$ cat config.mk
export PLATFORM = sky130hd
export DESIGN_NAME = ptw_top
export DESIGN_NICKNAME = d
export VERILOG_FILES = /design/src/rtl/ptw_pkg.sv /design/src/rtl/ptw_addr_gen.sv /design/src/rtl/ptw_fault_check.sv /design/src/rtl/ptw_top.sv
export SDC_FILE = /design/constraint.sdc
export NUM_CORES = 1
export LEC_CHECK = 0
export BUFFER_PORTS_ARGS = -buffer_cell sky130_fd_sc_hd__buf_2
export CAP_MARGIN = 10
export CORE_MARGIN = 2
export CORE_UTILIZATION = 49
export DETAILED_ROUTE_END_ITERATION = 10
export PLACE_DENSITY = 0.86
export SLEW_MARGIN = 20
export SYNTH_ARGS = -nofsm -noshare
export SYNTH_HDL_FRONTEND = slang
export SYNTH_SLANG_ARGS = --single-unit
$ cat constraint.sdc
create_clock -name clk -period 2.09 [get_ports clk]
set_clock_uncertainty 0.15 [all_clocks]
set_input_delay 0.209 -clock clk [delete_from_list [all_inputs] [get_ports clk]]
set_output_delay 0.209 -clock clk [all_outputs]
set_load 0.005 [all_outputs]
$ cat src/rtl/ptw_pkg.sv
package ptw_pkg;

    localparam int ADDR_W = 32;
    localparam int OFS_W  = 12;
    localparam int IDX_W  = 10;
    localparam int LEVELS = 2;
    localparam int VPN_W  = IDX_W * LEVELS;
    localparam int PFN_W  = ADDR_W - OFS_W;
    localparam int WORD_B = 2;   // log2 of the entry size in bytes

    typedef enum logic [1:0] {
        ACC_RD  = 2'd0,
        ACC_WR  = 2'd1,
        ACC_EX  = 2'd2,
        ACC_RSV = 2'd3
    } acc_e;

    typedef enum logic [2:0] {
        FLT_NONE     = 3'd0,
        FLT_DIR_INV  = 3'd1,
        FLT_LEAF_INV = 3'd2,
        FLT_ABSENT   = 3'd3,
        FLT_PRIV     = 3'd4,
        FLT_PROT     = 3'd5
    } flt_e;

    typedef struct packed {
        logic [PFN_W-1:0] frame;
        logic [3:0]       rsvd;
        logic             dirty;
        logic             refd;
        logic             user;
        logic             ex;
        logic             wr;
        logic             rd;
        logic             present;
        logic             valid;
    } pte_t;

    typedef enum logic [2:0] {
        S_IDLE = 3'd0,
        S_DIR  = 3'd1,
        S_LEAF = 3'd2,
        S_WB   = 3'd3,
        S_RESP = 3'd4
    } st_e;

    function automatic logic [ADDR_W-1:0] entry_addr(
        input logic [PFN_W-1:0] frame,
        input logic [IDX_W-1:0] idx
    );
        return {frame, idx, {WORD_B{1'b0}}};
    endfunction

endpackage

$ cat src/rtl/ptw_addr_gen.sv
module ptw_addr_gen
    import ptw_pkg::*;
(
    input  logic [PFN_W-1:0]  root_frame,
    input  logic [PFN_W-1:0]  tbl_frame,
    input  logic [VPN_W-1:0]  vpn,
    input  logic              sel_leaf,
    output logic [ADDR_W-1:0] addr
);
    logic [ADDR_W-1:0] lvl_addr [LEVELS];

    for (genvar g = 0; g < LEVELS; g++) begin : g_lvl
        // level 0 uses the upper index field, level 1 the lower one
        localparam int HI = VPN_W - 1 - g * IDX_W;
        if (g == 0) begin : g_root
            assign lvl_addr[g] = entry_addr(root_frame, vpn[HI -: IDX_W]);
        end else begin : g_tbl
            assign lvl_addr[g] = entry_addr(tbl_frame, vpn[HI -: IDX_W]);
        end
    end

    assign addr = sel_leaf ? lvl_addr[1] : lvl_addr[0];
endmodule

$ cat src/rtl/ptw_fault_check.sv
module ptw_fault_check
    import ptw_pkg::*;
(
    input  pte_t  leaf,
    input  acc_e  acc,
    input  logic  user,
    output flt_e  fault,
    output pte_t  upd,
    output logic  wb_need
);
    logic allowed;

    always_comb begin
        unique case (acc)
            ACC_RD:  allowed = leaf.rd;
            ACC_WR:  allowed = leaf.wr;
            ACC_EX:  allowed = leaf.ex;
            default: allowed = 1'b0;
        endcase

        if (!leaf.valid)            fault = FLT_LEAF_INV;
        else if (!leaf.present)     fault = FLT_ABSENT;
        else if (user && !leaf.user) fault = FLT_PRIV;
        else if (!allowed)          fault = FLT_PROT;
        else                        fault = FLT_NONE;

        upd = leaf;
        upd.refd = 1'b1;
        if (acc == ACC_WR) upd.dirty = 1'b1;

        wb_need = (fault == FLT_NONE) && (upd != leaf);
    end
endmodule

$ cat src/rtl/ptw_top.sv
module ptw_top
    import ptw_pkg::*;
(
    input  logic              clk,
    input  logic              rst,
    input  logic              req_valid,
    output logic              req_ready,
    input  logic [VPN_W-1:0]  req_vpn,
    input  logic [1:0]        req_acc,
    input  logic              req_user,
    input  logic [ADDR_W-1:0] ptbr,
    output logic              mem_req,
    output logic              mem_we,
    output logic [ADDR_W-1:0] mem_addr,
    output logic [ADDR_W-1:0] mem_wdata,
    input  logic              mem_valid,
    input  logic [ADDR_W-1:0] mem_rdata,
    output logic              rsp_valid,
    output logic [2:0]        rsp_fault,
    output logic [PFN_W-1:0]  rsp_pfn,
    output logic [3:0]        rsp_perm
);
    st_e              state;
    logic [VPN_W-1:0] vpn_q;
    acc_e             acc_q;
    logic             user_q;
    logic [PFN_W-1:0] root_q;
    logic [PFN_W-1:0] tbl_q;
    pte_t             upd_q;
    flt_e             fault_q;
    logic [PFN_W-1:0] pfn_q;
    logic [3:0]       perm_q;

    pte_t rd_pte;
    flt_e chk_fault;
    pte_t chk_upd;
    logic chk_wb;

    assign rd_pte = pte_t'(mem_rdata);

    ptw_addr_gen i_addr (
        .root_frame (root_q),
        .tbl_frame  (tbl_q),
        .vpn        (vpn_q),
        .sel_leaf   (state != S_DIR),
        .addr       (mem_addr)
    );

    ptw_fault_check i_chk (
        .leaf    (rd_pte),
        .acc     (acc_q),
        .user    (user_q),
        .fault   (chk_fault),
        .upd     (chk_upd),
        .wb_need (chk_wb)
    );

    always_ff @(posedge clk) begin
        if (rst) begin
            state   <= S_IDLE;
            vpn_q   <= '0;
            acc_q   <= ACC_RD;
            user_q  <= 1'b0;
            root_q  <= '0;
            tbl_q   <= '0;
            upd_q   <= '0;
            fault_q <= FLT_NONE;
            pfn_q   <= '0;
            perm_q  <= '0;
        end else begin
            unique case (state)
                S_IDLE: if (req_valid) begin
                    vpn_q  <= req_vpn;
                    acc_q  <= acc_e'(req_acc);
                    user_q <= req_user;
                    root_q <= ptbr[ADDR_W-1:OFS_W];
                    state  <= S_DIR;
                end
                S_DIR: if (mem_valid) begin
                    if (!rd_pte.valid) begin
                        fault_q <= FLT_DIR_INV;
                        pfn_q   <= '0;
                        perm_q  <= '0;
                        state   <= S_RESP;
                    end else begin
                        tbl_q <= rd_pte.frame;
                        state <= S_LEAF;
                    end
                end
                S_LEAF: if (mem_valid) begin
                    fault_q <= chk_fault;
                    upd_q   <= chk_upd;
                    if (chk_fault == FLT_NONE) begin
                        pfn_q  <= rd_pte.frame;
                        perm_q <= {rd_pte.user, rd_pte.ex, rd_pte.wr, rd_pte.rd};
                    end else begin
                        pfn_q  <= '0;
                        perm_q <= '0;
                    end
                    state <= chk_wb ? S_WB : S_RESP;
                end
                S_WB:   if (mem_valid) state <= S_RESP;
                S_RESP: state <= S_IDLE;
                default: state <= S_IDLE;
            endcase
        end
    end

    assign req_ready = (state == S_IDLE);
    assign mem_req   = (state == S_DIR) || (state == S_LEAF) || (state == S_WB);
    assign mem_we    = (state == S_WB);
    assign mem_wdata = upd_q;
    assign rsp_valid = (state == S_RESP);
    assign rsp_fault = fault_q;
    assign rsp_pfn   = pfn_q;
    assign rsp_perm  = perm_q;
endmodule

==> results.sh <==
export IMPL_status="complete, but fails checks"
export IMPL_violations="setup timing"
export IMPL_reg2reg_to="rsp_pfn[13]"
export IMPL_yosys_area_top_type="dfxtp_1"
export IMPL_synth_area_top_cells="dfxtp_1 (50%), nand2_1 (16%), a21oi_1 (12%), mux2_2 (6.8%), nand4_1 (3.1%)"
export IMPL_die_y_um=105
export IMPL_grt_start_max_net_pins=55
export IMPL_pin_count=186
export IMPL_holdPathEnd="vpn_q[18]"
export IMPL_required_ns=1.73
export IMPL_track_usage_pct=29.5
export IMPL_cts_sinks=125
export IMPL_rows=36
export IMPL_slew_viol_final=0
export IMPL_min_period_ns=2.21
export IMPL_nNetsFinal=948
export IMPL_r2r_setup_slack_ns=0.17
export IMPL_gp_congestion=0.906
export IMPL_dp_slack_ns=0.169
export IMPL_layout_setup_ws_ns=-0.123
export IMPL_drt_wl_total_mm=17.4
export IMPL_ant_nets=0
export IMPL_grt_pass1_wl_mm=26.2
export IMPL_clock_power_share_pct=46.1
export IMPL_start_util_pct=50.9
export IMPL_synthCells=614
export IMPL_coreArea_um2=9820
export IMPL_worstPathArrival_ns=1.85
export IMPL_vias=5410
export IMPL_p_sw_mw=1.48
export IMPL_htree_levels=4
export IMPL_yosys_warnings=0
export IMPL_synthFlopType="dfxtp_1"
export IMPL_max_freq_ghz=0.452
export IMPL_worst_pin_slew_ns=0.585
export IMPL_cts_max_path_buffers=2
export IMPL_p_sw_share_pct=24.2
export IMPL_antenna_cells=0
export IMPL_min_path_type="in -> reg"
export IMPL_clkLatencyLatePin_ns=0.50
export IMPL_synth_top_cell_area_share_pct=50.1
export IMPL_end_kind="output port"
export IMPL_vdd_drop_max_uv=638
export IMPL_hold_violations=0
export IMPL_r2r_start="state[0]"
export IMPL_critPathKind="reg -> out"
export IMPL_power_share_combinational_pct=13.0
export IMPL_routedWlPerCell_um=17.4
export IMPL_area_delta_synth_final_pct=52.9
export IMPL_layout_drive_gt1_share_pct=30.5
export IMPL_reg2regPathDepth=5
export IMPL_synth_edff_count=0
export IMPL_synthArstFlopShare_pct=0
export IMPL_rsz0062_at_grt="true"
export IMPL_grt_pass1_vias=5256
export IMPL_ys_ff_latch=125
export IMPL_cts_reportedPaths_clkPinSlew_ns=0.06
export IMPL_synth_area_per_cell_um2=8.14
export IMPL_syn_cell_area_um2=5000
export IMPL_die_x_um=105
export IMPL_drcViolationCount=0
export IMPL_p_seq_share_pct=41.0
export IMPL_firstDrtPassIters=6
export IMPL_numCtsBuffers=17
export IMPL_whs_path_depth=2
export IMPL_finalCritPeriodShare_pct=106
export IMPL_antenna_found_initial=0
export IMPL_dpl_hpwl_mm=9.65
export IMPL_yosysSeqAreaShare_pct=50.1
export IMPL_dr_first_iter_drc_count=446
export IMPL_die_area_um2=11000
export IMPL_power_leakage_nw=3.25
export IMPL_synth_cell_types=37
export IMPL_drt_vias_per_instance=5.39
export IMPL_critPathLaunch="state[1]"
export IMPL_worstSetupStartpointType="flop"
export IMPL_power_density_nw_per_um2=804
export IMPL_max_slew_margin_rel_pct=61.0
export IMPL_hold_slack_ns=0.0589
export IMPL_cts_tree="done"
export IMPL_p_int_mw=4.66
export IMPL_holdCritStartpoint="rst"
export IMPL_setup_violations=30
export IMPL_cap_violations=0
export IMPL_overflow=0
export IMPL_numPortBuffers=171
export IMPL_clockRootBuffer="clkbuf_8"
export IMPL_path_max_fanout=8
how the worst max path moves through the flow:
stage / endpoint / slack [ns] / depth (start not counted)
after CTS: mem_addr[2] / -0.13 / 5
final: mem_addr[7] / -0.12 / 5
after global routing: mem_addr[7] / -0.17 / 5
after global placement: mem_addr[18] / 0.20 / 4
after detailed placement: mem_addr[18] / 0.17 / 4
after floorplan: mem_addr[10] / 0.42 / 4
logic make-up (layout without fill, tap and decap cells):
kind of cell	after synthesis	count (layout)	synth area share, %
compound gates	132	132	14.1
buf+inv	53	308	5.21
flops	125	125	50.1
mux	31	31	6.96
other cells	1	2	0.0750
simple gates	272	272	23.6
per-stage QoR:
step	cell area [um^2]	total power, mW	TNS (ns)	utilization [%]	instances
2_1_floorplan	5000	2.88	0	-	615
3_3_place_gp	5950	3.08	0	60.6	886
3_5_place_dp	5950	3.10	0	60.6	886
4_1_cts	7360	6.03	-3.31	74.9	999
5_1_grt	7640	6.33	-4.46	77.8	1003
6_report	7640	6.14	-3.11	77.8	1003
registers in the layout, summed over array words and instances (netlist names):
| name | count |
|---|---|
| acc_q | 2 |
| mem_wdata | 32 |
| root_q | 20 |
| rsp_fault | 3 |
| rsp_perm | 4 |
| rsp_pfn | 20 |
| state | 3 |
| tbl_q | 20 |
| user_q | 1 |
| vpn_q | 20 |
metal layers:
layer	track usage, %	wire (um)	vias to the layer above
met4	12.7	524	0
met2	48.8	8620	316
met1	36.7	6910	2499
met5	0	0	-
met3	7.05	1380	50
li1	-	-	2545
what timing repair did:
item | CTS | global route
cloned | 1 | 2
endpoints found under the hold margin | 122 | 0
setup endpoints to repair | 30 | 30
gates resized for setup | 4 | 52
hold buffers | 77 | 0
setup buffers | 3 | 4
pin swaps | 0 | 1
power groups by stage:
stage | clock network, mW | logic (mW) | registers [mW]
2_1_floorplan | 0 | 0.331 | 2.54
3_3_place_gp | 0 | 0.523 | 2.56
3_5_place_dp | 0 | 0.540 | 2.56
4_1_cts | 2.84 | 0.680 | 2.51
5_1_grt | 2.96 | 0.846 | 2.52
6_report | 2.83 | 0.795 | 2.52
synthesized netlist by cell type (3+ instances only):
cell,count
nand2_1,214
dfxtp_1,125
buf_4,12
clkbuf_1,26
nand4_1,25
nor2b_1,3
buf_2,13
mux2_2,30
nor2_1,12
nand2b_1,3
a21oi_1,119
critical path, stage by stage (launching register included):
cell and delay, ns:
dfxtp_4 0.35, nor3b_4 0.23, buf_4 0.16, buf_12 0.12
mux2_2 0.35, buf_2 0.14
cell usage in the layout, fill, tap and decap left out, types with 2 or more instances in the layout:
cell type and count:
a211o_1 2, a21oi_1 119, and2_1 2, buf_12 4, buf_2 148, buf_4 20
buf_6 23, bufinv_16 2, clkbuf_1 3, clkbuf_16 18, clkbuf_8 4, clkinv_2 2
clkinv_4 3, clkinvlp_4 2, conb_1 2, dfxtp_1 123, dfxtp_4 2, dlygate4sd3_1 77
inv_1 2, mux2_2 8, mux2_4 22, nand2_1 214, nand2b_1 3, nand3_1 2
nand4_1 25, nor2_1 12, nor2b_1 3, o21ai_0 2
area by class of cell:
| type | instances | area [um^2] |
|---|---|---|
| clock buffer | 23 | 467 |
| clock inverter | 9 | 111 |
| fill | 613 | 2180 |
| inverter | 2 | 7.51 |
| multi-input combinational | 437 | 2330 |
| sequential | 125 | 2510 |
| tap | 133 | 166 |
| timing repair buffer | 274 | 2050 |
Power figures use the tool's default switching activity.
